==> config.mk <==
export PLATFORM = sky130hd
export DESIGN_NAME = smb_sensor_slave
export DESIGN_NICKNAME = d
export VERILOG_FILES = /design/src/rtl/smb_pkg.sv /design/src/rtl/smb_line_sync.sv /design/src/rtl/smb_bus_watchdog.sv /design/src/rtl/smb_proto_fsm.sv /design/src/rtl/smb_sensor_slave.sv
export SDC_FILE = /design/constraint.sdc
export NUM_CORES = 1
export LEC_CHECK = 0
export BUFFER_PORTS_ARGS = -buffer_cell sky130_fd_sc_hd__buf_4
export CAP_MARGIN = 15
export CORE_AREA = 2 2 92 94
export CTS_BUF_LIST = sky130_fd_sc_hd__clkbuf_16
export DETAILED_ROUTE_END_ITERATION = 10
export DIE_AREA = 0 0 94 96
export PLACE_DENSITY = 0.78
export SLEW_MARGIN = 20
export SYNTH_ARGS = -nofsm -noshare
export SYNTH_HDL_FRONTEND = slang
export SYNTH_HIERARCHICAL = 1
export SYNTH_SLANG_ARGS = --single-unit
==> constraint.sdc <==
create_clock -name clk -period 3.32 [get_ports clk]
set_input_delay 0.664 -clock clk [delete_from_list [all_inputs] [get_ports clk]]
set_output_delay 0.664 -clock clk [all_outputs]
set_load 0.02 [all_outputs]
==> src/rtl/smb_pkg.sv <==
// Shared types and constants for the two-wire register slave.
// Assumes byte-wide bus transfers and 16-bit registers.
package smb_pkg;
    localparam int BYTE_W = 8;
    localparam int WORD_W = 2 * BYTE_W;

    typedef enum logic [3:0] {
        S_IDLE, S_ADDR, S_AACK, S_PTR, S_PACK, S_WHI, S_HACK,
        S_WLO, S_LACK, S_RHI, S_RACK1, S_RLO, S_RACK2, S_SKIP
    } smb_state_t;
endpackage

==> src/rtl/smb_line_sync.sv <==
// Synchronises SCL and SDA into the system clock and derives the SCL
// edge events and the START/STOP conditions. Assumes the lines idle high
// and change slowly compared with the system clock.
module smb_line_sync (
    input  logic clk,
    input  logic rst_n,
    input  logic scl_i,
    input  logic sda_i,
    output logic scl_s,
    output logic sda_s,
    output logic scl_rise,
    output logic scl_fall,
    output logic start_ev,
    output logic stop_ev
);
    localparam int NLINE = 2;
    logic [NLINE-1:0] raw, st1, st2, prv;

    assign raw = {sda_i, scl_i};

    for (genvar g = 0; g < NLINE; g++) begin : g_line
        // two-flop synchroniser plus one delayed copy for edge detection
        always_ff @(posedge clk) begin
            if (!rst_n) begin
                st1[g] <= 1'b1;
                st2[g] <= 1'b1;
                prv[g] <= 1'b1;
            end else begin
                st1[g] <= raw[g];
                st2[g] <= st1[g];
                prv[g] <= st2[g];
            end
        end
    end

    assign scl_s    = st2[0];
    assign sda_s    = st2[1];
    assign scl_rise = st2[0] & ~prv[0];
    assign scl_fall = ~st2[0] & prv[0];
    assign start_ev = st2[0] & prv[0] & prv[1] & ~st2[1];
    assign stop_ev  = st2[0] & prv[0] & ~prv[1] & st2[1];
endmodule

==> src/rtl/smb_bus_watchdog.sv <==
// Counts system clocks of continuous SCL-low time while armed and flags
// a timeout when LIMIT is reached. Assumes the flag is consumed by the
// protocol engine, which then disarms the counter by going idle.
module smb_bus_watchdog #(
    parameter int LIMIT = 1_500_000
) (
    input  logic clk,
    input  logic rst_n,
    input  logic armed,
    input  logic scl_s,
    output logic tmo_hit
);
    localparam int CW = $clog2(LIMIT + 1);
    logic [CW-1:0] lowcnt;

    assign tmo_hit = armed & ~scl_s & (lowcnt == CW'(LIMIT - 1));

    // low-time counter, cleared whenever SCL is high or the watchdog is idle
    always_ff @(posedge clk) begin
        if (!rst_n || !armed || scl_s || tmo_hit) lowcnt <= '0;
        else                                      lowcnt <= lowcnt + 1'b1;
    end
endmodule

==> src/rtl/smb_proto_fsm.sv <==
// Byte-level protocol engine: address match, pointer load, word write,
// word read, acknowledge handling and the timeout-disable bit. Assumes
// event inputs come from smb_line_sync and read data is combinational.
module smb_proto_fsm
    import smb_pkg::*;
#(
    parameter logic [3:0] DEV_TYPE = 4'b0011,
    parameter int         PTR_W    = 8,
    parameter int         TMO_PTR  = 8'h22,
    parameter int         TMO_BIT  = 7
) (
    input  logic              clk,
    input  logic              rst_n,
    input  logic              sda_s,
    input  logic              scl_rise,
    input  logic              scl_fall,
    input  logic              start_ev,
    input  logic              stop_ev,
    input  logic              tmo_hit,
    input  logic [2:0]        strap_i,
    input  logic [WORD_W-1:0] rd_word,
    input  logic              ro_i,
    output logic              sda_pull,
    output logic [PTR_W-1:0]  ptr,
    output logic              wr_en,
    output logic [WORD_W-1:0] wr_data,
    output logic              tmo_dis,
    output logic              busy
);
    smb_state_t        state;
    logic [BYTE_W-1:0] sh, tx, hi;
    logic [WORD_W-1:0] rdw;
    logic [3:0]        cnt;
    logic              rw, hack;
    logic              rx_state, tx_state, byte_done;

    assign busy      = (state != S_IDLE);
    assign rx_state  = (state == S_ADDR) || (state == S_PTR) ||
                       (state == S_WHI)  || (state == S_WLO);
    assign tx_state  = (state == S_RHI)  || (state == S_RLO);
    assign byte_done = scl_fall && (cnt == 4'd8);

    // protocol state, shift registers and SDA drive
    always_ff @(posedge clk) begin
        if (!rst_n) begin
            state <= S_IDLE; sh <= '0; tx <= '0; hi <= '0; rdw <= '0;
            cnt <= '0; rw <= 1'b0; hack <= 1'b0; sda_pull <= 1'b0;
            ptr <= '0; wr_en <= 1'b0; wr_data <= '0; tmo_dis <= 1'b0;
        end else begin
            wr_en <= 1'b0;
            if (tmo_hit || stop_ev) begin
                state <= S_IDLE; sda_pull <= 1'b0; cnt <= '0;
            end else if (start_ev) begin
                state <= S_ADDR; sda_pull <= 1'b0; cnt <= '0;
            end else if (rx_state && scl_rise) begin
                sh  <= {sh[BYTE_W-2:0], sda_s};
                cnt <= cnt + 1'b1;
            end else if (rx_state && byte_done) begin
                cnt <= '0;
                sda_pull <= 1'b1;
                case (state)
                    S_ADDR: begin
                        if (sh[7:4] == DEV_TYPE && sh[3:1] == strap_i) begin
                            rw <= sh[0]; state <= S_AACK;
                        end else begin
                            sda_pull <= 1'b0; state <= S_SKIP;
                        end
                    end
                    S_PTR: begin ptr <= PTR_W'(sh); state <= S_PACK; end
                    S_WHI: begin hi <= sh; state <= S_HACK; end
                    default: begin
                        wr_data <= {hi, sh};
                        wr_en   <= ~ro_i;
                        if (ptr == PTR_W'(TMO_PTR) && !ro_i) tmo_dis <= sh[TMO_BIT];
                        state <= S_LACK;
                    end
                endcase
            end else if (tx_state && scl_rise) begin
                cnt <= cnt + 1'b1;
            end else if (tx_state && scl_fall) begin
                if (cnt == 4'd8) begin
                    cnt <= '0; sda_pull <= 1'b0;
                    state <= (state == S_RHI) ? S_RACK1 : S_RACK2;
                end else begin
                    tx <= {tx[BYTE_W-2:0], 1'b0};
                    sda_pull <= ~tx[BYTE_W-2];
                end
            end else if (state == S_RACK1 && scl_rise) begin
                hack <= ~sda_s;
            end else if (scl_fall) begin
                case (state)
                    S_AACK: begin
                        if (rw) begin
                            rdw <= rd_word; tx <= rd_word[WORD_W-1:BYTE_W];
                            sda_pull <= ~rd_word[WORD_W-1]; state <= S_RHI;
                        end else begin
                            sda_pull <= 1'b0; state <= S_PTR;
                        end
                    end
                    S_PACK: begin sda_pull <= 1'b0; state <= S_WHI; end
                    S_HACK: begin sda_pull <= 1'b0; state <= S_WLO; end
                    S_LACK: begin sda_pull <= 1'b0; state <= S_SKIP; end
                    S_RACK1: begin
                        if (hack) begin
                            tx <= rdw[BYTE_W-1:0]; sda_pull <= ~rdw[BYTE_W-1];
                            state <= S_RLO;
                        end else begin
                            state <= S_SKIP;
                        end
                    end
                    S_RACK2: state <= S_SKIP;
                    default: ;
                endcase
            end
        end
    end
endmodule

==> src/rtl/smb_sensor_slave.sv <==
// Top of the two-wire register slave: line synchroniser, bus watchdog and
// protocol engine, plus the read-data overlay of the locally held
// timeout-disable bit. Assumes the core decodes reg_addr_o combinationally.
module smb_sensor_slave #(
    parameter logic [3:0] DEV_TYPE    = 4'b0011,
    parameter int         TIMEOUT_CYC = 1_500_000,
    parameter int         PTR_W       = 8,
    parameter int         TMO_PTR     = 8'h22,
    parameter int         TMO_BIT     = 7
) (
    input  logic             clk,
    input  logic             rst_n,
    input  logic             scl_i,
    input  logic             sda_i,
    output logic             sda_pull_o,
    input  logic [2:0]       strap_i,
    output logic [PTR_W-1:0] reg_addr_o,
    input  logic [15:0]      reg_rd_data_i,
    input  logic             reg_ro_i,
    output logic             reg_wr_o,
    output logic [15:0]      reg_wr_data_o
);
    logic scl_s, sda_s, scl_rise, scl_fall, start_ev, stop_ev;
    logic tmo_hit, tmo_dis, busy;
    logic [15:0] rd_word;

    smb_line_sync u_sync (
        .clk(clk), .rst_n(rst_n), .scl_i(scl_i), .sda_i(sda_i),
        .scl_s(scl_s), .sda_s(sda_s), .scl_rise(scl_rise),
        .scl_fall(scl_fall), .start_ev(start_ev), .stop_ev(stop_ev)
    );

    smb_bus_watchdog #(.LIMIT(TIMEOUT_CYC)) u_wdog (
        .clk(clk), .rst_n(rst_n), .armed(busy & ~tmo_dis),
        .scl_s(scl_s), .tmo_hit(tmo_hit)
    );

    // overlay the local disable bit on reads of the timeout register
    always_comb begin
        rd_word = reg_rd_data_i;
        if (reg_addr_o == PTR_W'(TMO_PTR)) rd_word[TMO_BIT] = tmo_dis;
    end

    smb_proto_fsm #(
        .DEV_TYPE(DEV_TYPE), .PTR_W(PTR_W), .TMO_PTR(TMO_PTR), .TMO_BIT(TMO_BIT)
    ) u_fsm (
        .clk(clk), .rst_n(rst_n), .sda_s(sda_s), .scl_rise(scl_rise),
        .scl_fall(scl_fall), .start_ev(start_ev), .stop_ev(stop_ev),
        .tmo_hit(tmo_hit), .strap_i(strap_i), .rd_word(rd_word),
        .ro_i(reg_ro_i), .sda_pull(sda_pull_o), .ptr(reg_addr_o),
        .wr_en(reg_wr_o), .wr_data(reg_wr_data_o), .tmo_dis(tmo_dis),
        .busy(busy)
    );
endmodule

Yosys cells after proc, flatten, opt, wreduce, memory -nomap -nowiden
Index checks and enable logic that the tools add are counted.

word-level totals
  RAM bits = 0
  input port bits = 24
  output and inout bits = 26
  register bits = 95
  bits in latches = 0
  word-level logic and storage cells = 166
  memories = 0
  memory bits (read-only) = 0

cells by class
  eq/ne operators = 29
  muxes and demuxes = 38
  div/mod/pow operators = 0
  bitwise gates (word level) = 28
  reduce and logical (&&, ||, !) cells = 48
  add/subtract/negate cells = 2
  multipliers = 0
  order comparisons = 0
  shift operators = 0

operators by type and width
  kind                   number
  $mux 4                 13
  $mux 7                 6
  $reduce_and 6->1       5
  $eq 4x4->1 const B     6
  $add 21x1->21 const B  1
  $eq 21x21->1 const B   1
  $pmux 4 s5             1
  $not 1->1              18
  $eq 4x3->1 const B     4
  $reduce_bool 4->1      4
  $reduce_and 5->1       3
  $pmux 7 s2             1
  $mux 1                 13
  $eq 4x2->1 const B     3
  $ne 3x1->1 const B     4
  $pmux 4 s3             1
  $reduce_and 11->1      1
  $and 1x1->1            10
  $reduce_and 10->1      1
  $reduce_or 3->1        3
  $eq 8x6->1 const B     1
  $logic_and 1x1->1      8
  $logic_or 1x1->1       8
  $ne 4x2->1 const B     2
  other kinds (20)       27

Depth between registers and ports, before layout
  word-level depth = 10
  mapped depth = 15
  mapped depth without buffers = 11

Cells and area by module
Netlist, hierarchy kept.

modules (own cells, without submodules)
  module            area an instance (um^2)  cells each  sequential area each (um^2)  instances
  smb_proto_fsm     3379.5                   356         1361.3                       1
  smb_bus_watchdog  997.2                    116         420.4                        1
  smb_line_sync     190.2                    16          120.1                        1
  smb_sensor_slave  55.1                     5           0.0                          1

Worst setup path after synthesis
Ideal clock, no wire load.

  kind = reg-to-reg
  from = register u_fsm.state[3]
  to = register u_fsm.tx[3]
  setup slack = 820 ps
  buffers on the path = 3
  stages on the path, launching flop included = 15
  library setup time = 66 ps
  arrival = 2434 ps
  required time = 3254 ps
  clock period less this slack = 2500 ps
  path through = dfxtp_1 > buf_4 > buf_4 > nor2_1 > nand2_1 > nor2b_1 > nor2b_1 > nand3_1 > nor3_1 > or3_4 > a211oi_4 > nand4_2 > buf_6 > a211o_1 > a21boi_2

between the ends
  word-level cells in the longest chain between the ends = 7
  elaborated cells between the ends (all ways) = 37
  classes of those cells = eq/ne: 12; mux: 4; bitwise: 7; reduce/logical: 14

ends and longest elaborated chain
  item                                RTL line                RTL
  from (decl)                         smb_proto_fsm.sv:30     smb_state_t state;
  from (signal assigned)              smb_proto_fsm.sv:83     state <= (state == S_RHI) ? S_RACK1 : S_RACK2;
  $reduce_bool 4->1                   smb_proto_fsm.sv:37     assign busy = (state != S_IDLE);
  named net busy                      smb_sensor_slave.sv:24  logic tmo_hit, tmo_dis, busy;
  $and 1x1->1                         smb_sensor_slave.sv:34  .clk(clk), .rst_n(rst_n), .armed(busy & ~tmo_dis),
  $and 1x1->1 (2 in series)           smb_bus_watchdog.sv:16  assign tmo_hit = armed & ~scl_s & (lowcnt == CW'(LIMIT - 1));
  named net tmo_hit                   smb_sensor_slave.sv:24
  $logic_or 1x1->1                    smb_proto_fsm.sv:51     if (tmo_hit || stop_ev) begin
  $not 1->1 (no source line)          -
  $reduce_and 11->1 (no source line)  -
  to (signal assigned)                smb_proto_fsm.sv:85     tx <= {tx[BYTE_W-2:0], 1'b0};
  to (signal assigned)                smb_proto_fsm.sv:94     rdw <= rd_word; tx <= rd_word[WORD_W-1:BYTE_W];
  to (signal assigned)                smb_proto_fsm.sv:105    tx <= rdw[BYTE_W-1:0]; sda_pull <= ~rdw[BYTE_W-1];
  to (decl)                           smb_proto_fsm.sv:31     logic [BYTE_W-1:0] sh, tx, hi;

The timed path passes the listed nets, and every way through them passes these cells. The select of a mux whose other input is x is not followed.
A chain may end at the register's enable or synchronous reset.

Worst setup path after layout
  from = register u_fsm.state[0]
  to = register u_fsm.tx[0]

The elaborated chain is that of the path after synthesis.

==> flow_summary.yaml <==
synth:
  synth_ff_type: "dfxtp_1"
  synth-edff-count: 0
  yosys_warnings: 6
  async_reset_ff_share_pct: 0
  synth_area_sq_um: 4620
  ys_ff_latch: 95
  yosysSeqAreaShare_pct: 41.1
  synth_cells: 493
  synthesis.nets: 520
  yosysUniqueCellTypes: 74
  synth.avg_cell_area_sq_um: 9.38
clocking:
  clk_path_buf_depth: 2
  hold_buffers: 0
  cts_resized: 0
  ctsHtreeMaxLevel: 3
  clk_pin_slew_worst_paths_ns: 0.07
  cts_buffers: 9
  clk_latency_ns: 0.35
  cts.sinks: 95
  cts-root-buf: "clkbuf_16"
  cts_tree: "built"
  post_cts_buffers: 0
detailed_routing:
  wl_per_cell_um: 15.5
  drt.antenna.violating_nets: 0
  routed_wl_um: 9980
  drt_iter0_markers: 197
  vias: 3697
  first_pass_iters: 4
  drcViolationCount: 0
  routed_via_density: 5.76
sta:
  setup_violations: 0
  fin_tns_setup_ns: 0
  whs_ns: 0.416
  final-max-slew-violation-count: 0
  hold_viol_final: 0
  finalClockSkew_ns: 0.0116
  max_freq_mhz: 343
  fin_crit_sh_pct: 87.8
  slew_headroom_pct: 47.4
  period_minus_slack_ns: 2.91
  tightest_slew_ns: 0.782
  rsz0062_at_grt: "false"
flow_run:
  maxCapViolCount: 0
layout:
  multi_input_area_sq_um: 2520
  fin_nets: 559
  diodes: 0
  final_area_sq_um: 5360
  drive_gt1_share_pct: 18.8
  regArea_sq_um: 1900
  fillers: 635
  area_growth_pct: 16.0
  instances_no_fill: 642
grt:
  first_global_vias: 3400
  grt_use_total_pct: 23.1
  grt_pass1_wl_um: 16400
  grt_overflow: 0
  grt_max_degree: 72
  antenna_found_initial: 0
place:
  placed_area_sq_um: 5020
  port_buffers: 49
  place_inst: 626
  finalWeightedCongestion: 0.896
  post-dp-hpwl_um: 6770
hold_path:
  hold_class: "flop to flop"
  hp-start: "u_sync/st1[0]"
setup_path:
  crit_path_frequent_cell: "nor2b_1"
  path_cells: "nor2_1 > nand2_1 > nor2b_1 > nor2b_1 > nand3_1 > nor3_1 > or3_4 > a211oi_4 > nand4_2 > a221o_1 > and3_1"
  worst_path_max_delay_cell: "dfxtp_1"
  startpoint_type: "flop"
  cp_top_family: "simple AND/OR/NAND/NOR gates"
  critPathLaunch: "u_fsm/state[0]"
  required_ns: 3.56
  cp-end-kind: "flop"
  cpPeakStageDelay_ns: 0.51
  path_buf_inv: 0
  worstPathArrival_ns: 3.15
  worst-setup-path-type: "flop to flop"
  worstPathMaxFanout: 19
  r2r_start: "u_fsm/state[0]"
pwr:
  sw_frac_of_total_pct: 21.8
  ir_worst_vdd_uv: 239
  p_leak_nw: 2.06
  p_switching_mw: 0.519
  p_clk_share_pct: 48.7
  power_frac_comb_pct: 3.1
  p_int_mw: 1.86
  power.total_mw: 2.38
  power_density_nw_per_um2: 443
  seqPwrFrac_pct: 48.3
outcome:
  status: "complete, no violations"
floorplanning:
  dieWidth_um: 94
  io_pins: 50
  start_util_pct: 57.4
  num_rows: 33
  die_h_um: 96
  die-area_sq_um: 9020
  core_sq_um: 8050
cells in the mapped netlist (5+ instances only):
library cell / n / area, sq um
a211o_1: 6 / 52.6
a21boi_0: 6 / 45.0
a21boi_1: 13 / 97.6
a21oi_1: 14 / 70.1
and2_1: 6 / 37.5
and3_1: 6 / 37.5
buf_2: 6 / 30.0
clkbuf_1: 11 / 41.3
dfxtp_1: 95 / 1900
inv_1: 14 / 52.6
mux2i_1: 41 / 410
nand2_1: 57 / 214
nand2b_1: 11 / 68.8
nand3_1: 8 / 40.0
nor2_1: 26 / 97.6
nor2b_1: 37 / 231
nor3_1: 5 / 25.0
nor4_1: 5 / 31.3
o21ai_0: 8 / 40.0
o31ai_1: 9 / 67.6
xnor2_1: 9 / 78.8
xor2_1: 7 / 61.3
worst reg2reg max path: cells and delay by family (launching register included):
family / cells / cell delay (ns)
simple gates: 9 / 1.71
flops: 1 / 0.51
compound gates: 2 / 0.58
per-stage QoR:
stage / utilization, % / worst slack, ns
after floorplan: - / 0.820
after global placement: 62.4 / 0.554
after detailed placement: 62.4 / 0.448
after CTS: 66.6 / 0.431
after global routing: 66.6 / 0.178
final: 66.6 / 0.406
kinds of logic (layout without fill, tap and decap cells):
kind of cell	count (synthesis)	in the layout	synth area share, %
AOI/OAI and AO/OA	87	87	14.7
xor gates and xnor gates	16	16	3.03
adders and majority gates	3	3	0.812
buffers and inverters	41	85	4.47
DFF	95	95	41.1
muxes	42	42	9.20
and+or+nand+nor	209	209	26.7
power groups by stage:
stage          sequential (mW)  combinational (mW)  clock (mW)
2_1_floorplan             1.17              0.0444           0
3_3_place_gp              1.17              0.0716           0
3_5_place_dp              1.17              0.0721           0
4_1_cts                   1.15              0.0725        1.17
5_1_grt                   1.15              0.0793        1.23
6_report                  1.15              0.0729        1.16
flip-flops by register name (all words and copies together), names as in the netlist:
signal	flops
u_wdog/lowcnt	21
u_fsm/wr_data	16
u_fsm/hi	8
u_fsm/ptr	8
u_fsm/rdw	8
u_fsm/sh	8
u_fsm/tx	7
u_fsm/cnt	4
u_fsm/state	4
u_sync/prv	2
u_sync/st1	2
u_fsm/hack	1
u_fsm/rw	1
u_fsm/sda_pull	1
u_fsm/tmo_dis	1
u_fsm/wr_en	1
u_sync/scl_s	1
u_sync/sda_s	1
cell type report:
cell class                 count  share of cell area [%]
timing repair buffer          55                    7.70
multi-input combinational    357                    47.1
sequential                    95                    35.5
clock inverter                 7                    2.10
clock buffer                   9                    4.20
tap                          105                    2.45
inverter                      14                   0.980
cell usage in the layout (no fill, tap or decap), types with 9 or more instances in the layout:
cell       synthesis  final
nor2b_1           37     37
dfxtp_1           95     95
nor2_1            26     26
nand2b_1          11     11
buf_4              4     55
nand2_1           57     57
mux2i_1           41     41
xnor2_1            9      9
inv_1             14     14
a21oi_1           14     14
clkbuf_16          0      9
a21boi_1          13     13
per-layer routing:
layer | vias up | GRT usage [%] | wire length [um]
met1 | 1768 | 31.4 | 4690
met2 | 94 | 37.0 | 4650
met4 | 0 | 8.21 | 128
met5 | - | 0 | 0
met3 | 12 | 4.39 | 513
li1 | 1823 | - | -
path summary, 6_finish.rpt:
path	cells past startpoint	endpoint	slack, ns
setup reg to reg	11	u_fsm/tx[0]	0.41
hold reg to reg	1	u_sync/scl_s	0.42
setup / recovery	11	u_fsm/tx[0]	0.41
hold / removal	1	u_sync/scl_s	0.42
Note: power is estimated with default switching activity, not from simulation.
